File: config.mk
export PLATFORM = sky130hd
export DESIGN_NAME = fir_seq_ctrl
export DESIGN_NICKNAME = d
export VERILOG_FILES = /design/src/rtl/fir_seq_pkg.sv /design/src/rtl/fir_ring_agu.sv /design/src/rtl/fir_tap_ctrl.sv /design/src/rtl/fir_seq_ctrl.sv
export SDC_FILE = /design/constraint.sdc
export NUM_CORES = 1
export LEC_CHECK = 0
export BUFFER_PORTS_ARGS = -buffer_cell sky130_fd_sc_hd__buf_4
export CORE_MARGIN = 3
export CORE_UTILIZATION = 46
export CTS_CLUSTER_DIAMETER = 50
export DETAILED_ROUTE_END_ITERATION = 16
export GPL_TIMING_DRIVEN = 0
export PLACE_DENSITY = 0.93
export RECOVER_POWER = 50
export SLEW_MARGIN = 10
export SYNTH_ARGS = -nofsm -noshare
export SYNTH_HDL_FRONTEND = slang
export SYNTH_SLANG_ARGS = --single-unit
File: constraint.sdc
create_clock -name clk -period 3.85 [get_ports clk]
set_input_delay 0.5775 -clock clk [delete_from_list [all_inputs] [get_ports clk]]
set_output_delay 0.5775 -clock clk [all_outputs]
set_load 0.005 [all_outputs]
File: src/rtl/fir_seq_pkg.sv
package fir_seq_pkg;

  // One step around a ring of len slots, upward or downward.
  function automatic int unsigned ring_next(int unsigned p, int unsigned len, bit down);
    if (down) return (p == 0) ? len - 1 : p - 1;
    return (p + 1 >= len) ? 0 : p + 1;
  endfunction

  // Slot holding the newest sample: the slot being written now, else the one before the write slot.
  function automatic int unsigned newest_slot(int unsigned wr_slot, int unsigned len, bit wr_now);
    return wr_now ? wr_slot : ring_next(wr_slot, len, 1'b1);
  endfunction

endpackage

File: src/rtl/fir_ring_agu.sv
module fir_ring_agu #(
  parameter int unsigned LEN  = 8,
  parameter int unsigned AW   = 3,
  parameter bit          DOWN = 1'b0
) (
  input  logic          clk,
  input  logic          rst_n,
  input  logic          load,
  input  logic [AW-1:0] load_val,
  input  logic          step,
  output logic [AW-1:0] ptr
);
  import fir_seq_pkg::*;

  logic [AW-1:0] ptr_q;
  logic [AW-1:0] ptr_step;

  assign ptr_step = AW'(ring_next(32'(ptr_q), LEN, DOWN));

  always_ff @(posedge clk) begin
    if (!rst_n)    ptr_q <= '0;
    else if (load) ptr_q <= load_val;
    else if (step) ptr_q <= ptr_step;
  end

  assign ptr = ptr_q;
endmodule

File: src/rtl/fir_tap_ctrl.sv
module fir_tap_ctrl #(
  parameter int unsigned TAPS = 8
) (
  input  logic clk,
  input  logic rst_n,
  input  logic start,
  output logic accept,
  output logic fetch,
  output logic first_fetch,
  output logic last_fetch,
  output logic fire,
  output logic done,
  output logic busy
);
  localparam int unsigned CW = (TAPS > 1) ? $clog2(TAPS) : 1;
  localparam logic [CW-1:0] LAST = CW'(TAPS - 1);

  logic [CW-1:0] cnt_q;
  logic fetch_q, fire_q, last_q, done_q;

  assign accept      = start & ~fetch_q & ~fire_q;
  assign first_fetch = fetch_q && (cnt_q == '0);
  assign last_fetch  = fetch_q && (cnt_q == LAST);

  always_ff @(posedge clk) begin
    if (!rst_n) begin
      cnt_q   <= '0;
      fetch_q <= 1'b0;
      fire_q  <= 1'b0;
      last_q  <= 1'b0;
      done_q  <= 1'b0;
    end else begin
      fire_q <= fetch_q;
      last_q <= last_fetch;
      done_q <= fire_q & last_q;
      if (accept) begin
        fetch_q <= 1'b1;
        cnt_q   <= '0;
      end else if (fetch_q) begin
        if (last_fetch) fetch_q <= 1'b0;
        cnt_q <= cnt_q + 1'b1;
      end
    end
  end

  assign fetch = fetch_q;
  assign fire  = fire_q;
  assign done  = done_q;
  assign busy  = fetch_q | fire_q;
endmodule

File: src/rtl/fir_seq_ctrl.sv
module fir_seq_ctrl #(
  parameter int unsigned TAPS      = 8,
  parameter int unsigned DW        = 16,
  parameter int unsigned CAW       = 6,
  parameter int unsigned COEF_BASE = 0,
  localparam int unsigned SAW      = (TAPS > 1) ? $clog2(TAPS) : 1
) (
  input  logic           clk,
  input  logic           rst_n,
  input  logic           start,
  input  logic           smp_valid,
  input  logic [DW-1:0]  smp_data,
  output logic           coef_re,
  output logic [CAW-1:0] coef_addr,
  output logic           samp_re,
  output logic [SAW-1:0] samp_raddr,
  output logic           samp_we,
  output logic [SAW-1:0] samp_waddr,
  output logic [DW-1:0]  samp_wdata,
  output logic           acc_clear,
  output logic           mac_fire,
  output logic           done,
  output logic           busy
);
  import fir_seq_pkg::*;

  // Named internal events, also watched by the checker.
  logic accept, fetch, first_fetch, last_fetch;
  logic [SAW-1:0] wr_slot, rd_slot, cf_slot, walk_origin;

  fir_tap_ctrl #(.TAPS(TAPS)) u_ctrl (
    .clk(clk), .rst_n(rst_n), .start(start),
    .accept(accept), .fetch(fetch), .first_fetch(first_fetch),
    .last_fetch(last_fetch), .fire(mac_fire), .done(done), .busy(busy)
  );

  assign walk_origin = SAW'(newest_slot(32'(wr_slot), TAPS, smp_valid));

  fir_ring_agu #(.LEN(TAPS), .AW(SAW), .DOWN(1'b0)) u_wr_agu (
    .clk(clk), .rst_n(rst_n), .load(1'b0), .load_val('0),
    .step(smp_valid), .ptr(wr_slot)
  );

  fir_ring_agu #(.LEN(TAPS), .AW(SAW), .DOWN(1'b1)) u_rd_agu (
    .clk(clk), .rst_n(rst_n), .load(accept), .load_val(walk_origin),
    .step(fetch), .ptr(rd_slot)
  );

  fir_ring_agu #(.LEN(TAPS), .AW(SAW), .DOWN(1'b0)) u_cf_agu (
    .clk(clk), .rst_n(rst_n), .load(accept), .load_val('0),
    .step(fetch), .ptr(cf_slot)
  );

  assign coef_re    = fetch;
  assign coef_addr  = CAW'(COEF_BASE) + CAW'(cf_slot);
  assign samp_re    = fetch;
  assign samp_raddr = rd_slot;
  assign samp_we    = smp_valid;
  assign samp_waddr = wr_slot;
  assign samp_wdata = smp_data;
  assign acc_clear  = first_fetch;
endmodule

==> results of run 1 <==
metrics by stage:
stage	cell area, um2	util [%]	instances
after floorplan	962	-	110
after global placement	1250	67.9	169
after detailed placement	1250	67.9	169
after CTS	1280	69.9	173
after global routing	1280	69.5	173
final	1280	69.5	173
cells by family after synthesis:
logic type	count (synthesis)	synth area share, %
buffers and inverters	35	22.3
other	1	0.393
and+or+nand+nor	25	14.8
DFF	16	33.6
adders and majority gates	9	11.8
AOI/OAI and AO/OA	15	10.2
xor gates and xnor gates	3	2.75
muxes	4	4.19
power by group through the flow:
stage | registers (mW) | logic (mW) | clock network [mW]
floorplan | 0.191 | 0.0670 | 0
global placement | 0.191 | 0.109 | 0
detailed placement | 0.192 | 0.112 | 0
CTS | 0.188 | 0.113 | 0.112
global route | 0.190 | 0.124 | 0.126
finish | 0.188 | 0.109 | 0.111
flip-flops by register name, indices dropped and copies added (netlist names):
name	flops
u_ctrl.done	1
u_ctrl.fire	1
u_rd_agu.ptr	3
u_ctrl.cnt_q	3
u_ctrl.fetch	1
u_ctrl.last_q	1
u_cf_agu.ptr	3
u_wr_agu.ptr	3
final timing paths:
kind                     end  depth (start not counted)
max                     busy                          3
min              u_ctrl.done                          1
max reg2reg  u_rd_agu.ptr[2]                          5
min reg2reg      u_ctrl.done                          1
per-layer routing:
| metal | vias to the layer above | GRT usage [%] |
|---|---|---|
| met3 | 4 | 4.87 |
| met1 | 333 | 16.4 |
| met5 | - | 0 |
| met2 | 42 | 27.8 |
| met4 | 0 | 6.55 |
| li1 | 411 | - |
cell usage in the layout, fill, tap and decap left out, types with 2 or more instances in the layout:
cell type  synthesis  routed
nor3b_1            2       2
buf_2              2       2
mux2i_1            4       4
o21ai_0            6       6
ha_1               9       9
xnor2_1            2       2
nand2_1            3       3
nor3_1             2       2
clkbuf_1           1       2
dfxtp_1           16      16
nor2_1             6       6
buf_4             21      43
nand3b_1           3       3
nor2b_1            2       2
clkbuf_4           0      14
a21oi_1            3       3
and3_1             2       2
inv_1             11      11
conb_1             1       3
area by class of cell:
class	count	area [um2]
Buffer	24	171
Clock buffer	4	36.3
Fill cell	151	561
Inverter	11	41.3
Multi-Input combinational cell	59	427
Sequential cell	16	320
Tap cell	25	31.3
Timing Repair Buffer	34	251
==> qor.yml, run 1 <==
seqPwrFrac_pct: 46.1
die_y_um: 51.6
place_congestion: 0.813
rsz0062_at_grt: "false"
crit_family: "flip-flops"
hold_path.class: "flop to flop"
routed.top_layer: "met4"
synth_commonest_cells: "buf_4 (21), dfxtp_1 (16), inv_1 (11), ha_1 (9)"
pre_cts_slack_ns: 2.23
swShare_pct: 26.5
postRouteWirelength_um: 1820
finalCriticalPeriod_ns: 1.93
h-tree-depth: 1
dp_hpwl_um: 1460
antenna_found_initial: 0
crit_fanout: 10
setup_ws_ns: 1.92
path_cells: "buf_2 -> or2_2 -> buf_4"
drc: 0
cts.sinks: 16
avgSynthCellArea_um2: 8.84
start_util_pct: 51.9
wl_met2_um: 885
io_pins: 55
ctsHoldBuffers: 0
fin_hold_ws_ns: 0.473
ys_seq_elements: 16
skew_ns: 0.00264
slowest_delay_ns: 0.39
clkPwrFrac_pct: 27.2
via_per_inst: 4.57
row_count: 15
synth.most_common_cell: "buf_4"
dr.pass1.iters: 4
m1WireLength_um: 718
fin_nets: 178
p_int_mw: 0.300
power.leakage_nw: 0.638
maxCapViolCount: 0
irDropWorstVdd_uv: 218
power_mw: 0.408
ctsResizeCount: 0
p_per_area_nw_per_um2: 319
async_reset_ff_share_pct: 0
grt_overflow_total: 0
finalCritPeriodShare_pct: 50.1
postSynthCellCount: 108
postRouteAntennaNets: 0
die_x_um: 51.6
hold_start: "u_ctrl.last_q"
cp-end-kind: "output pin"
ys_seq_area_share_pct: 33.6
r2r-start: "u_wr_agu.ptr[0]"
cp.buffers_inverters: 2
p_sw_mw: 0.108
critPathKind: "flop to output pin"
clkLatencyLatePin_ns: 0.29
dieArea_um2: 2660
slowest_stage: "dfxtp_1"
crit_required_ns: 3.27
cts_root_buf: "clkbuf_4"
io_buffers: 34
fin_tns_setup_ns: 0
synth-edff-count: 0
grt_pass1_wl_um: 3040
drive_gt1_share_pct: 42.6
clk_pin_slew_ns: 0.09
hold_violations: 0
rrSetupSlack_ns: 2.45
netlist_area_um2: 955
routedWlPerCell_um: 10.5
finalMaxSlewViolations: 0
grt_max_degree: 11
setup_viol: 0
crit_path_start_kind: "flop"
power_frac_comb_pct: 26.7
timing.critical_path.from: "u_ctrl.fetch"
drtIter0Drc: 9
crit_arrival_ns: 1.35
ys_warn_count: 0
antenna_cells: 0
yosys.area.top_type: "dfxtp_1"
syn2layout_area_growth_pct: 33.9
numCtsBuffers: 3
cts_tree: "done"
clockBufferDepth: 2
met3_length_um: 193
yosysTopAreaCellShare_pct: 33.6
grt_pass1_vias: 732
core_um2: 1840
outcome: "finished, final reports clean"
num_vias: 790
postCtsSetupBuffers: 0
max_freq_mhz: 518
synthFlopType: "dfxtp_1"
synthTopCellsByArea: "dfxtp_1 (34%), buf_4 (17%), ha_1 (12%)"
synth.distinct_cells: 29
track_usage_pct: 15.4
(Power assumes the default switching activity.)
==> inputs of run 2 (changes only) <==
CORE_UTILIZATION = 43   (was 46)
PLACE_DENSITY = 0.89   (was 0.93)
clock period = 1.9 ns   (was 3.85 ns; I/O delays follow)
==> qor.yml, run 2 (synthesis results as in run 1) <==
outcome: "finished, final reports clean"
drc: 0  # unchanged
rr_worst_depth: 5  # unchanged
setup_ws_ns: 0.263  # -1.66 ns
min_to: "u_ctrl.fire"
critPathKind: "flop to output pin"
final_common_cell: "buf_4"
syn2layout_area_growth_pct: 34.1  # about the same
finalCritPeriodShare_pct: 86.1
hold_start: "rst_n"
row_count: 16  # +1
dr.pass1.iters: 4  # unchanged
io_pins: 55  # unchanged
crit_fanout: 10  # unchanged
routedWlPerCell_um: 10.5  # -0.66%
maxCapViolCount: 0  # unchanged
io_buffers: 34  # unchanged
cts_root_buf: "clkbuf_4"
crit_family: "flip-flops"
cts.sinks: 16  # unchanged
ctsResizeCount: 0  # unchanged
cp-end-kind: "output pin"
die_y_um: 53.1  # +3.0%
drive_gt1_share_pct: 42.6  # unchanged
slowest_delay_ns: 0.39  # about the same
track_usage_pct: 14.1  # -1.3 points
postRouteWirelength_um: 1830  # +0.49%
clkLatencyLatePin_ns: 0.30  # about the same
fin_tns_setup_ns: 0  # unchanged
finalCriticalPeriod_ns: 1.64
rsz0062_at_grt: "false"
cp.buffers_inverters: 2  # unchanged
core_um2: 2020  # +9.9%
crit_path_start_kind: "flop"
setup_viol: 0  # unchanged
pre_cts_slack_ns: 0.471  # -1.76 ns
postCtsSetupBuffers: 0  # unchanged
grt_pass1_vias: 708  # -3.3%
numCtsBuffers: 3  # unchanged
h-tree-depth: 1  # unchanged
final_cell_mix: "buf_4 (33), clkbuf_4 (23), dfxtp_1 (16)"
drtIter0Drc: 5  # -4
hold_path_depth: 3  # +2
antenna_cells: 0  # unchanged
power_mw: 0.830  # +100%
dieArea_um2: 2820  # +6.2%
die_x_um: 53.1  # +3.0%
clk_pin_slew_ns: 0.09  # about the same
via_per_inst: 4.56  # -0.14%
power.leakage_nw: 0.632  # -0.92%
postRouteAntennaNets: 0  # unchanged
grt_max_degree: 11  # unchanged
path_cells: "buf_2 -> or2_2 -> buf_4"
start_util_pct: 47.2  # -4.7 points
cts_tree: "done"
rrSetupSlack_ns: 0.45  # -2.00 ns
skew_ns: 0.00830  # +0.00566 ns
place_congestion: 0.774  # -4.9%
irDropWorstVdd_uv: 367  # +69%
max_freq_mhz: 611
dp_hpwl_um: 1500  # +2.9%
r2r-start: "u_wr_agu.ptr[0]"
hold_violations: 0  # unchanged
slowest_stage: "dfxtp_1"
finalMaxSlewViolations: 0  # unchanged
worstReg2RegEnd: "u_rd_agu.ptr[2]"
grt_pass1_wl_um: 2830  # -6.8%
grt_overflow_total: 0  # unchanged
crit_arrival_ns: 1.35  # about the same
fin_nets: 178  # unchanged
antenna_found_initial: 0  # unchanged
ctsHoldBuffers: 0  # unchanged
num_vias: 798  # +1.0%
crit_required_ns: 1.62  # -1.65 ns
clockBufferDepth: 2  # unchanged
hold_path.class: "primary input to flop"
p_per_area_nw_per_um2: 648  # +100%
[run 2: cell count changes in the layout (fill, tap and decap cells not counted), sizes merged]
cell / before / now
buf: 45 / 35
clkbuf: 17 / 27
[run 2: tightest hold or removal path, cell delays in order]
cell	delay [ns]
clkbuf_1	0.09
nand2_1	0.09
inv_1	0.04
[run 2: layout make-up]
type	instances	area, um2
fillers	172	742
multi-input cells	59	429
flip-flops and latches	16	320
repair buffers	34	248
plain buffers	24	171
inverters	11	41.3
clock buffers	4	36.3
well taps	27	33.8
[run 2: worst max path at each step]
stage,depth (start not counted),startpoint,end,slack [ns]
floorplan,5,u_wr_agu.ptr[0],u_rd_agu.ptr[2],0.57
global placement,5,u_wr_agu.ptr[0],u_rd_agu.ptr[2],0.53
detailed placement,5,u_wr_agu.ptr[0],u_rd_agu.ptr[2],0.47
CTS,3,u_ctrl.fetch,busy,0.25
global route,3,u_ctrl.fetch,busy,0.18
finish,3,u_ctrl.fetch,busy,0.26
[run 2: report_power, final]
part	total, mW	switching (mW)	internal (mW)	leakage (nW)
Clock	0.228	0.111	0.117	0.0210
Sequential	0.381	0.0236	0.357	0.131
Combinational	0.220	0.0870	0.133	0.480
Total	0.830	0.222	0.608	0.632
[run 2: routing by layer]
| layer | vias to the layer above | track usage, % | share of wire (%) | routed length, um |
|---|---|---|---|---|
| met5 | - | 0 | 0 | 0 |
| met4 | 0 | 10.2 | 3.1 | 57 |
| met3 | 4 | 2.82 | 11 | 203 |
| met2 | 39 | 24.2 | 46 | 851 |
| met1 | 343 | 15.2 | 39 | 720 |
| li1 | 412 | - | - | - |
[run 2: stage by stage]
stage	hold WS (ns)	utilization, %	instance area (um2)	instances
after global routing	0.279	63.3	1280	175
final	0.253	63.3	1280	175
after CTS	0.214	63.7	1290	175
after floorplan	0.402	-	962	110
after detailed placement	0.469	61.9	1250	171
after global placement	0.449	61.9	1250	171
